==> config.mk <==
export PLATFORM = sky130hd
export DESIGN_NAME = pwm_burst_gen
export DESIGN_NICKNAME = d
export VERILOG_FILES = /design/src/rtl/pwm_burst_pkg.sv /design/src/rtl/pwm_prescaler.sv /design/src/rtl/pwm_channel.sv /design/src/rtl/pwm_cmd_decode.sv /design/src/rtl/pwm_burst_gen.sv
export SDC_FILE = /design/constraint.sdc
export NUM_CORES = 1
export LEC_CHECK = 0
export BUFFER_PORTS_ARGS = -buffer_cell sky130_fd_sc_hd__buf_2
export CORE_MARGIN = 2
export CORE_UTILIZATION = 45
export DETAILED_ROUTE_END_ITERATION = 12
export GPL_TIMING_DRIVEN = 0
export PLACE_DENSITY = 0.62
export SLEW_MARGIN = 5
export SYNTH_ARGS = -nofsm -noshare
export SYNTH_HDL_FRONTEND = slang
export SYNTH_SLANG_ARGS = --single-unit
==> constraint.sdc <==
create_clock -name clk -period 2.6 [get_ports clk]
set_clock_uncertainty 0.2 [all_clocks]
set_input_delay 0.13 -clock clk [delete_from_list [all_inputs] [get_ports clk]]
set_output_delay 0.13 -clock clk [all_outputs]
set_load 0.02 [all_outputs]
==> src/rtl/pwm_burst_pkg.sv <==
// Package: shared widths and command-code helpers for the burst PWM block.
// Assumes at most two channels, so that the field codes do not overlap.
package pwm_burst_pkg;

    localparam int DATA_W = 16;
    localparam int CODE_W = 8;

    localparam logic [CODE_W-1:0] CODE_QUERY    = 8'h03;
    localparam logic [CODE_W-1:0] CODE_RUN_MASK = 8'h1F;

    // Code that writes the high length of channel n
    function automatic logic [CODE_W-1:0] hi_code(input int n);
        return CODE_W'(8'h10 + 2 * n);
    endfunction

    // Code that writes the low length of channel n
    function automatic logic [CODE_W-1:0] lo_code(input int n);
        return CODE_W'(8'h11 + 2 * n);
    endfunction

    // Code that writes the pulse count of channel n
    function automatic logic [CODE_W-1:0] cnt_code(input int n);
        return CODE_W'(8'h14 + n);
    endfunction

    // A stored length of zero counts as one unit
    function automatic logic [DATA_W-1:0] eff_len(input logic [DATA_W-1:0] v);
        return (v == '0) ? DATA_W'(1) : v;
    endfunction

endpackage

==> src/rtl/pwm_prescaler.sv <==
// Module: divides the system clock down to the timebase tick.
// Emits a one-cycle tick every PRESCALE cycles while run_i is high.
// Restarts from zero whenever run_i is low, so that phase lengths are exact.
module pwm_prescaler #(
    parameter int PRESCALE = 4
) (
    input  logic clk,
    input  logic rst_n,
    input  logic run_i,
    output logic tick_o
);

    generate
        if (PRESCALE <= 1) begin : g_direct
            // Every running cycle is a tick
            assign tick_o = run_i;
        end else begin : g_count
            localparam int CW = $clog2(PRESCALE);
            localparam logic [CW-1:0] LAST = CW'(PRESCALE - 1);
            logic [CW-1:0] div_q;

            // Divider count: cleared while idle, wraps at LAST
            always_ff @(posedge clk) begin
                if (!rst_n || !run_i) begin
                    div_q <= '0;
                end else if (div_q == LAST) begin
                    div_q <= '0;
                end else begin
                    div_q <= div_q + CW'(1);
                end
            end

            assign tick_o = run_i && (div_q == LAST);


            tick_spacing_chk: assert property (@(posedge clk) disable iff (!rst_n)
                tick_o |=> !tick_o)
                else $error("tick_spacing_chk: back-to-back ticks");
        end
    endgenerate

endmodule

==> src/rtl/pwm_channel.sv <==
// Module: one pulse channel with a high phase, a low phase and an optional pulse count.
// Assumes that settings change only while run_i is low. While idle it reloads
// from the settings, and it pulses done_o in the cycle its final low phase ends.
module pwm_channel
    import pwm_burst_pkg::*;
#(
    parameter int PRESCALE = 4
) (
    input  logic              clk,
    input  logic              rst_n,
    input  logic              run_i,
    input  logic [DATA_W-1:0] hi_len_i,
    input  logic [DATA_W-1:0] lo_len_i,
    input  logic [DATA_W-1:0] count_i,
    output logic              pwm_o,
    output logic              done_o
);

    logic              tick;
    logic              phase_hi_q;
    logic [DATA_W-1:0] left_q;
    logic [DATA_W-1:0] pulses_q;
    logic              phase_end;
    logic              finite;

    pwm_prescaler #(.PRESCALE(PRESCALE)) u_presc (
        .clk    (clk),
        .rst_n  (rst_n),
        .run_i  (run_i),
        .tick_o (tick)
    );

    assign phase_end = run_i && tick && (left_q == DATA_W'(1));
    assign finite    = (count_i != '0);
    assign done_o    = phase_end && !phase_hi_q && finite && (pulses_q == DATA_W'(1));
    assign pwm_o     = run_i && phase_hi_q;

    // Phase and pulse bookkeeping: reload when idle or finished, else count ticks
    always_ff @(posedge clk) begin
        if (!rst_n) begin
            phase_hi_q <= 1'b1;
            left_q     <= DATA_W'(1);
            pulses_q   <= '0;
        end else if (!run_i || done_o) begin
            phase_hi_q <= 1'b1;
            left_q     <= eff_len(hi_len_i);
            pulses_q   <= count_i;
        end else if (phase_end) begin
            if (phase_hi_q) begin
                phase_hi_q <= 1'b0;
                left_q     <= eff_len(lo_len_i);
            end else begin
                phase_hi_q <= 1'b1;
                left_q     <= eff_len(hi_len_i);
                if (finite) begin
                    pulses_q <= pulses_q - DATA_W'(1);
                end
            end
        end else if (tick) begin
            left_q <= left_q - DATA_W'(1);
        end
    end


    nonzero_left_chk: assert property (@(posedge clk) disable iff (!rst_n)
        run_i |-> (left_q != '0))
        else $error("nonzero_left_chk: phase counter reached zero");


    phase_hold_chk: assert property (@(posedge clk) disable iff (!rst_n)
        (run_i && !tick) |=> (!run_i || $stable(phase_hi_q)))
        else $error("phase_hold_chk: phase changed without a tick");


    reload_after_done_chk: assert property (@(posedge clk) disable iff (!rst_n)
        done_o |=> (phase_hi_q && pulses_q == $past(count_i)))
        else $error("reload_after_done_chk: no reload after burst end");

endmodule

==> src/rtl/pwm_cmd_decode.sv <==
// Module: turns a command code into one-hot write strobes.
// Assumes NUM_CH <= 2. An unknown code raises no strobe.
module pwm_cmd_decode
    import pwm_burst_pkg::*;
#(
    parameter int NUM_CH = 2
) (
    input  logic              valid_i,
    input  logic [CODE_W-1:0] code_i,
    output logic [NUM_CH-1:0] wr_hi_o,
    output logic [NUM_CH-1:0] wr_lo_o,
    output logic [NUM_CH-1:0] wr_cnt_o,
    output logic              wr_mask_o,
    output logic              query_o
);

    genvar n;
    generate
        for (n = 0; n < NUM_CH; n++) begin : g_ch
            assign wr_hi_o[n]  = valid_i && (code_i == hi_code(n));
            assign wr_lo_o[n]  = valid_i && (code_i == lo_code(n));
            assign wr_cnt_o[n] = valid_i && (code_i == cnt_code(n));
        end
    endgenerate

    assign wr_mask_o = valid_i && (code_i == CODE_RUN_MASK);
    assign query_o   = valid_i && (code_i == CODE_QUERY);

endmodule

==> src/rtl/pwm_burst_gen.sv <==
// Module: top of the burst PWM block. Holds per-channel settings and the run mask,
// decodes commands, answers queries and instantiates one pulse channel per bit.
// Assumes CLK_HZ is a multiple of TICK_HZ. A mask write beats a burst completion.
module pwm_burst_gen
    import pwm_burst_pkg::*;
#(
    parameter int NUM_CH  = 2,
    parameter int CLK_HZ  = 100_000_000,
    parameter int TICK_HZ = 10_000
) (
    input  logic              clk,
    input  logic              rst_n,
    input  logic              cmd_valid_i,
    input  logic [7:0]        cmd_code_i,
    input  logic [15:0]       cmd_param_i,
    output logic              rsp_valid_o,
    output logic [7:0]        rsp_code_o,
    output logic [15:0]       rsp_data_o,
    output logic [NUM_CH-1:0] pwm_o
);

    localparam int PRESCALE = CLK_HZ / TICK_HZ;

    logic [NUM_CH-1:0]             wr_hi, wr_lo, wr_cnt, done;
    logic                          wr_mask, query;
    logic [NUM_CH-1:0][DATA_W-1:0] hi_q, lo_q, cnt_q;
    logic [NUM_CH-1:0]             mask_q;
    logic [DATA_W-1:0]             rb_data;

    pwm_cmd_decode #(.NUM_CH(NUM_CH)) u_dec (
        .valid_i   (cmd_valid_i),
        .code_i    (cmd_code_i),
        .wr_hi_o   (wr_hi),
        .wr_lo_o   (wr_lo),
        .wr_cnt_o  (wr_cnt),
        .wr_mask_o (wr_mask),
        .query_o   (query)
    );

    // Settings storage: each field loads the parameter on its own strobe
    always_ff @(posedge clk) begin
        for (int n = 0; n < NUM_CH; n++) begin
            if (!rst_n) begin
                hi_q[n]  <= '0;
                lo_q[n]  <= '0;
                cnt_q[n] <= '0;
            end else begin
                if (wr_hi[n])  hi_q[n]  <= cmd_param_i;
                if (wr_lo[n])  lo_q[n]  <= cmd_param_i;
                if (wr_cnt[n]) cnt_q[n] <= cmd_param_i;
            end
        end
    end

    // Run mask: a software write wins, otherwise finished channels drop their bit
    always_ff @(posedge clk) begin
        if (!rst_n) begin
            mask_q <= '0;
        end else if (wr_mask) begin
            mask_q <= cmd_param_i[NUM_CH-1:0];
        end else begin
            mask_q <= mask_q & ~done;
        end
    end

    // Query mux: select the stored field named by the parameter's low byte
    always_comb begin
        rb_data = '0;
        if (cmd_param_i[7:0] == CODE_RUN_MASK) begin
            rb_data[NUM_CH-1:0] = mask_q;
        end
        for (int n = 0; n < NUM_CH; n++) begin
            if (cmd_param_i[7:0] == hi_code(n))  rb_data = hi_q[n];
            if (cmd_param_i[7:0] == lo_code(n))  rb_data = lo_q[n];
            if (cmd_param_i[7:0] == cnt_code(n)) rb_data = cnt_q[n];
        end
    end

    // Response register: one response per command, data only for queries
    always_ff @(posedge clk) begin
        if (!rst_n) begin
            rsp_valid_o <= 1'b0;
            rsp_code_o  <= '0;
            rsp_data_o  <= '0;
        end else begin
            rsp_valid_o <= cmd_valid_i;
            rsp_code_o  <= cmd_valid_i ? cmd_code_i : 8'h00;
            rsp_data_o  <= query ? rb_data : '0;
        end
    end

    genvar c;
    generate
        for (c = 0; c < NUM_CH; c++) begin : g_chan
            pwm_channel #(.PRESCALE(PRESCALE)) u_chan (
                .clk      (clk),
                .rst_n    (rst_n),
                .run_i    (mask_q[c]),
                .hi_len_i (hi_q[c]),
                .lo_len_i (lo_q[c]),
                .count_i  (cnt_q[c]),
                .pwm_o    (pwm_o[c]),
                .done_o   (done[c])
            );


            done_clears_chk: assert property (@(posedge clk) disable iff (!rst_n)
                (done[c] && !wr_mask) |=> !mask_q[c])
                else $error("done_clears_chk: run bit survived burst end");


            stopped_low_chk: assert property (@(posedge clk) disable iff (!rst_n)
                (wr_mask && !cmd_param_i[c]) |=> !pwm_o[c])
                else $error("stopped_low_chk: output high after stop");
        end
    endgenerate


    rsp_follows_chk: assert property (@(posedge clk) disable iff (!rst_n)
        cmd_valid_i |=> (rsp_valid_o && rsp_code_o == $past(cmd_code_i)))
        else $error("rsp_follows_chk: missing response");


    rsp_quiet_chk: assert property (@(posedge clk) disable iff (!rst_n)
        !cmd_valid_i |=> !rsp_valid_o)
        else $error("rsp_quiet_chk: response without command");

endmodule

* Yosys cells after proc, flatten, opt, wreduce, memory -nomap -nowiden
Index checks and enable logic that the tools add are counted.
Cells by class: add/sub/neg operators 6, eq/ne operators 23, mux-type cells 30, bitwise logic cells 3, reduce and logical (&&, ||, !) cells 51
Operators by type and width (count):
- two-way mux 16 bit | 26
- equality test 8 x 5 -> 1 bit, second input constant | 14
- equality test 16 x 1 -> 1 bit, second input constant | 4
- logical NOT 16 bit | 4
- subtractor 16 x 1 -> 16 bit, second input constant | 4
- nonzero test 16 bit | 2
- adder 14 x 1 -> 14 bit, second input constant | 2
- equality test 14 bit, second input constant | 2
- logical AND 1 bit | 22
- equality test 8 x 2 -> 1 bit, second input constant | 1
- nonzero test 2 bit | 4
- OR reduction 2 bit | 4
- AND reduction 3 bit | 2
- nonzero test 3 bit | 2
- logical NOT 1 bit | 5
- logical OR 1 bit | 4
- two-way mux 2 bit | 2
- inequality test 2 bit, second input constant | 2
- AND reduction 2 bit | 2
- bitwise AND 2 bit | 1
- two-way mux 1 bit | 2
- inverter 2 bit | 1
- inverter 1 bit | 1
Storage, ports and cells: register bits after elaboration 217, input bits 27, output and inout bits 27, logic and storage cells 131

* Logic depth before layout (Yosys ltp)
depth in word-level cells 10, mapped depth 10, gate-level depth less buffers 8

* Cells and area by module
Synthesis repeated with hierarchy kept, for this count alone.
Second synthesis, totals: cell total of the unflattened synthesis 1362, area, all modules 11725.0 um^2
By module, submodules not included:
- pwm_burst_gen | instances 1, cells an instance 509, area each 5156.2 um^2, seq. area each 2462.4 um^2
- pwm_channel at g_chan[0].u_chan | instances 1, cells an instance 350, area each 2632.5 um^2, seq. area each 660.6 um^2
- pwm_channel at g_chan[1].u_chan | instances 1, cells an instance 345, area each 2544.9 um^2, seq. area each 660.6 um^2
- pwm_prescaler | instances 2, cells an instance 70, area each 631.9 um^2, seq. area each 280.3 um^2
- pwm_cmd_decode | instances 1, cells an instance 18, area each 127.6 um^2, seq. area each 0.0 um^2

* Least setup slack after synthesis
OpenSTA, ideal clock, no wires.
path type reg-to-reg, start register g_chan[0].u_chan.left_q[11], end register g_chan[0].u_chan.left_q[1], setup time 0.132 ns, arrival time 2.077 ns, data required time 2.268 ns, path slack 0.191 ns, stages on the path, launching flop included 7, buffers on the path 0, period minus slack after synthesis 2.409 ns, path through dfxtp_1 > or4_4 > nor4_4 > nand3_4 > or3b_1 > a211oi_1 > nor3_1
Between the ends: cells in the longest elaborated chain, start to end 7, elaborated cells between the ends (all ways) 9, those cells by class eq/ne: 1; mux: 2; reduce/logical: 6
RTL lines:
- from (decl) | line pwm_channel.sv:21 | logic [DATA_W-1:0] left_q;
- from (signal assigned) | line pwm_channel.sv:46 | left_q <= eff_len(hi_len_i);
- from (signal assigned) | line pwm_channel.sv:51 | left_q <= eff_len(lo_len_i);
- from (signal assigned) | line pwm_channel.sv:54 | left_q <= eff_len(hi_len_i);
- equality test 16 x 1 -> 1 bit (*) | line pwm_channel.sv:33 | assign phase_end = run_i && tick && (left_q == DATA_W'(1));
- logical AND 1 bit (*) | line pwm_channel.sv:33
- logical AND 1 bit (3 in series) | line pwm_channel.sv:35 | assign done_o = phase_end && !phase_hi_q && finite && (pulses_q == DATA_W'(1));
- logical OR 1 bit | line pwm_channel.sv:44 | end else if (!run_i || done_o) begin
- nonzero test 3 bit (no line) / two-way mux 16 bit (equally long branches)
Mark *: on every way between the ends. The rest lies on a longest branch, timed or not. A chain may end at the register's enable or synchronous reset.

* Final worst setup path
start register g_chan[1].u_chan.left_q[0], end register g_chan[1].u_chan.left_q[9]
Between the ends: cells in the longest elaborated chain, start to end 7, elaborated cells between the ends (all ways) 11, those cells by class add/sub: 1; eq/ne: 1; mux: 3; reduce/logical: 6
RTL lines (line):
- from (decl) | pwm_channel.sv:21
- from (signal assigned) | pwm_channel.sv:46
- from (signal assigned) | pwm_channel.sv:51
- from (signal assigned) | pwm_channel.sv:54
- parallel branches: the longest is 7 deep, another holds subtractor 16 x 1 -> 16 bit
Parallel ways; which one is timed is not known. The select of a mux whose other input is x is not followed.

==> key figures <==
STA
  • Post-layout minimum cycle time: 2550 ps
  • Worst slew margin: 34.4%
  • Number of hold violations in the final report: 0
  • Slew at the pin with the worst max-slew slack: 975 ps
  • Number of max-slew violations in the final report: 0
  • Highest achievable clock rate: 392 MHz
  • Setup repair after global routing missed its margin: true
  • Setup TNS after final layout: 0 ps
  • Number of setup violations in the final report: 0
  • Worst hold slack across all endpoints: 59.6 ps
  • Least setup slack across all paths after layout: 49.7 ps
  • Portion of the clock cycle consumed by the worst path in the final layout: 98.1%

CTS
  • Number of CTS-inserted buffers: 25
  • CTS tree: done
  • CTS clk-pin slew, worst paths: 60 ps
  • Root Buffer: clkbuf_16
  • H-Tree Depth: 1
  • Maximum number of buffers from clock root to sink: 3
  • Clock net sink count: 217
  • Insertion delay to the later sink of the worst-skew pair: 530 ps

Global routing
  • Antenna violations before repair: 0
  • Number of global-route vias before repair: 9442
  • Maximum number of pins on one net before global-route repair: 13
  • Tot GR Track Use: 28.3%
  • Overall overflow remaining after global route: 0
  • Global-route wire length before repair: 54900 um

Floorplanning
  • FP Rows: 56
  • Starting density of the core: 45.8%
  • Io pins: 54
  • Placeable core region: 23400 sq um
  • Die Ht: 158 um
  • Die W: 158 um
  • Die Outline Area: 25100 sq um

Routing
  • Routed WL: 36300 um
  • Average via count per standard cell: 6.00
  • Routed vias: 10500
  • Final routed DRC violation total: 0
  • Routed wire length per instance: 20.7 um
  • Post-detailed-route count of antenna-violating nets: 0
  • Iteration-0 DRC Markers: 1145
  • Number of detailed-routing iterations run before antenna repair: 6

Pwr
  • Leak Pwr: 4.74 nW
  • Tot Pwr: 7.45 mW
  • Maximum VDD drop: 0.409 mV
  • Power density over the cells: 585 nW/um^2

Placement
  • Placed standard-cell area: 11400 sq um
  • Worst setup slack after placement: -277 ps
  • Post-detailed-placement half-perimeter wirelength: 25700 um
  • Number of I/O port buffers: 50
  • RePlAce Congestion: 0.957
  • Post-placement cell count: 1676

Yosys
  • Area share of the largest cell type after synthesis: 40.5%
  • Cells taking the most area after synthesis: dfxtp_1 41%, mux2i_1 7.7%, nand2_1 5.8%
  • Synth async-reset ratio: 0%
  • Post-Synthesis Cell Area: 10700 sq um
  • Post-synthesis sequential element count: 217
  • Net count after synthesis: 1344
  • Synth Warn #: 0
  • Syn_area_per_cell: 8.21 sq um
  • Number of enable flip-flop cells after synthesis: 0
  • Area leader, netlist: dfxtp_1
  • Most common flop cell mapped by yosys: dfxtp_1
  • Number of distinct library cells after synthesis: 72
  • Share of the yosys chip area belonging to registers: 40.5%
  • Syn Inst Count: 1307
  • Most frequently used cell type in the post-synthesis netlist: dfxtp_1
  • Synth cell count leaders: 217 x dfxtp_1, 165 x nand2_1, 136 x nor2_1

Cells and area
  • Core Util, Final: 54.5%
  • Share of final-layout standard cells stronger than drive strength 1: 12.8%
  • NumNets Final: 1456
  • Number of diodes: 0
  • Final cell count without fillers: 1753
  • Fin area: 12700 sq um
  • Synth-to-layout area growth: 18.9%
  • Fill cell total of the finished layout: 2265

Status
  • Outcome: completed

Setup path
  • Cells traversed along the worst timing path: ha_1 -> nor4bb_2 -> and4_1 -> buf_2 -> a31oi_1 -> a21oi_2 -> clkbuf_4 -> o22ai_1 -> a21oi_1
  • Register-to-register setup slack: 50 ps
  • Startpoint Class: flop
  • Crit Path Class: reg2reg
  • Worst flop-to-flop path startpoint: g_chan[1].u_chan.left_q[0]$_SDFFE_PN1P_
  • Data required time of the critical path: 2850 ps
  • Crit path arrival time: 2800 ps
  • Crit-path max cell delay: 400 ps
  • Largest fanout on the critical path: 10
  • Worst setup startpoint: g_chan[1].u_chan.left_q[0]$_SDFFE_PN1P_
  • Library cell contributing the largest single delay on the critical path: dfxtp_1
  • Critical path capture point type: flop

Run
  • Max_cap viols: 0

Min path
  • Hold_sp: cmd_param_i[1]
  • Tightest Hold Check Type: in2reg
layout by cell type, fill, tap and decap left out, types with 32 or more instances in the layout:
cell	Yosys	final
nor2_1	136	133
o21ai_0	55	44
mux2i_1	82	82
buf_2	15	60
nor4_1	39	35
nand2_1	165	162
dfxtp_1	217	216
a21oi_1	116	115
nor3_1	37	34
nand3_1	34	32
clkbuf_1	65	58
power by group:
group / leakage [nW] / internal [mW] / total, mW / switching [mW]
Sequential: 1.75 / 3.35 / 3.38 / 0.0328
Clock: 0.404 / 2.15 / 3.55 / 1.40
Combinational: 2.59 / 0.175 / 0.522 / 0.346
Total: 4.74 / 5.67 / 7.45 / 1.78
critical path: cells and delay by family, from the launching register on:
kind / cells / cell delay (ps)
AO/OA/AOI/OAI: 4 / 700
AND/OR/NAND/NOR: 2 / 520
buffers and inverters: 2 / 460
flip-flops: 1 / 400
adder cells (fa/ha/maj): 1 / 190
cell families (layout without fill, tap and decap cells):
logic type,Yosys count,count (layout),share of synthesized area [%]
and+or+nand+nor,539,539,25.1
AOI/OAI and AO/OA,301,301,17.4
DFF,217,217,40.5
buffers and inverters,109,236,4.17
muxes,82,82,7.65
xor gates and xnor gates,49,49,4.00
adders and majority gates,10,10,1.17
final cells by class:
type | instances | area, sq um | area share (%)
timing repair buffer | 88 | 606 | 4.75
clock inverter | 5 | 75.1 | 0.589
tap | 319 | 399 | 3.13
multi-input combinational | 981 | 6100 | 47.9
buffer | 88 | 410 | 3.22
sequential | 217 | 4350 | 34.1
inverter | 18 | 67.6 | 0.530
clock buffer | 37 | 741 | 5.81
repair_timing:
item | CTS | global route
pin swaps | 4 | 5
endpoints found under the setup margin | 73 | 96
hold endpoints to repair | 92 | 0
gates resized for setup | 23 | 60
hold buffers | 28 | 0
buffers inserted | 5 | 5
worst paths after layout:
path	to	depth (start not counted)
hold / removal	hi_q[1]$_SDFFE_PN0P_	4
setup / recovery	g_chan[1].u_chan.left_q[9]$_SDFFE_PN0P_	9
setup reg to reg	g_chan[1].u_chan.left_q[9]$_SDFFE_PN0P_	9
hold reg to reg	g_chan[0].u_chan.u_presc.g_count.div_q[0]$_SDFF_PP0_	1
per-layer routing:
metal,vias up,GRT usage (%),share of wire (%)
li1,4958,-,-
met1,5009,40.7,44
met2,467,43.0,44
met3,76,4.93,8.3
met4,0,9.31,3.3
met5,-,0,0
flip-flops by register name, summed over array words and instances (netlist names), 8 cells and up:
name / flops
hi_q: 32
rsp_code_o: 8
g_chan.u_chan.left_q: 32
g_chan.u_chan.pulses_q: 32
cnt_q: 32
rsp_data_o: 16
g_chan.u_chan.u_presc.g_count.div_q: 28
lo_q: 32
No activity file was read; power rests on OpenSTA's default activity.
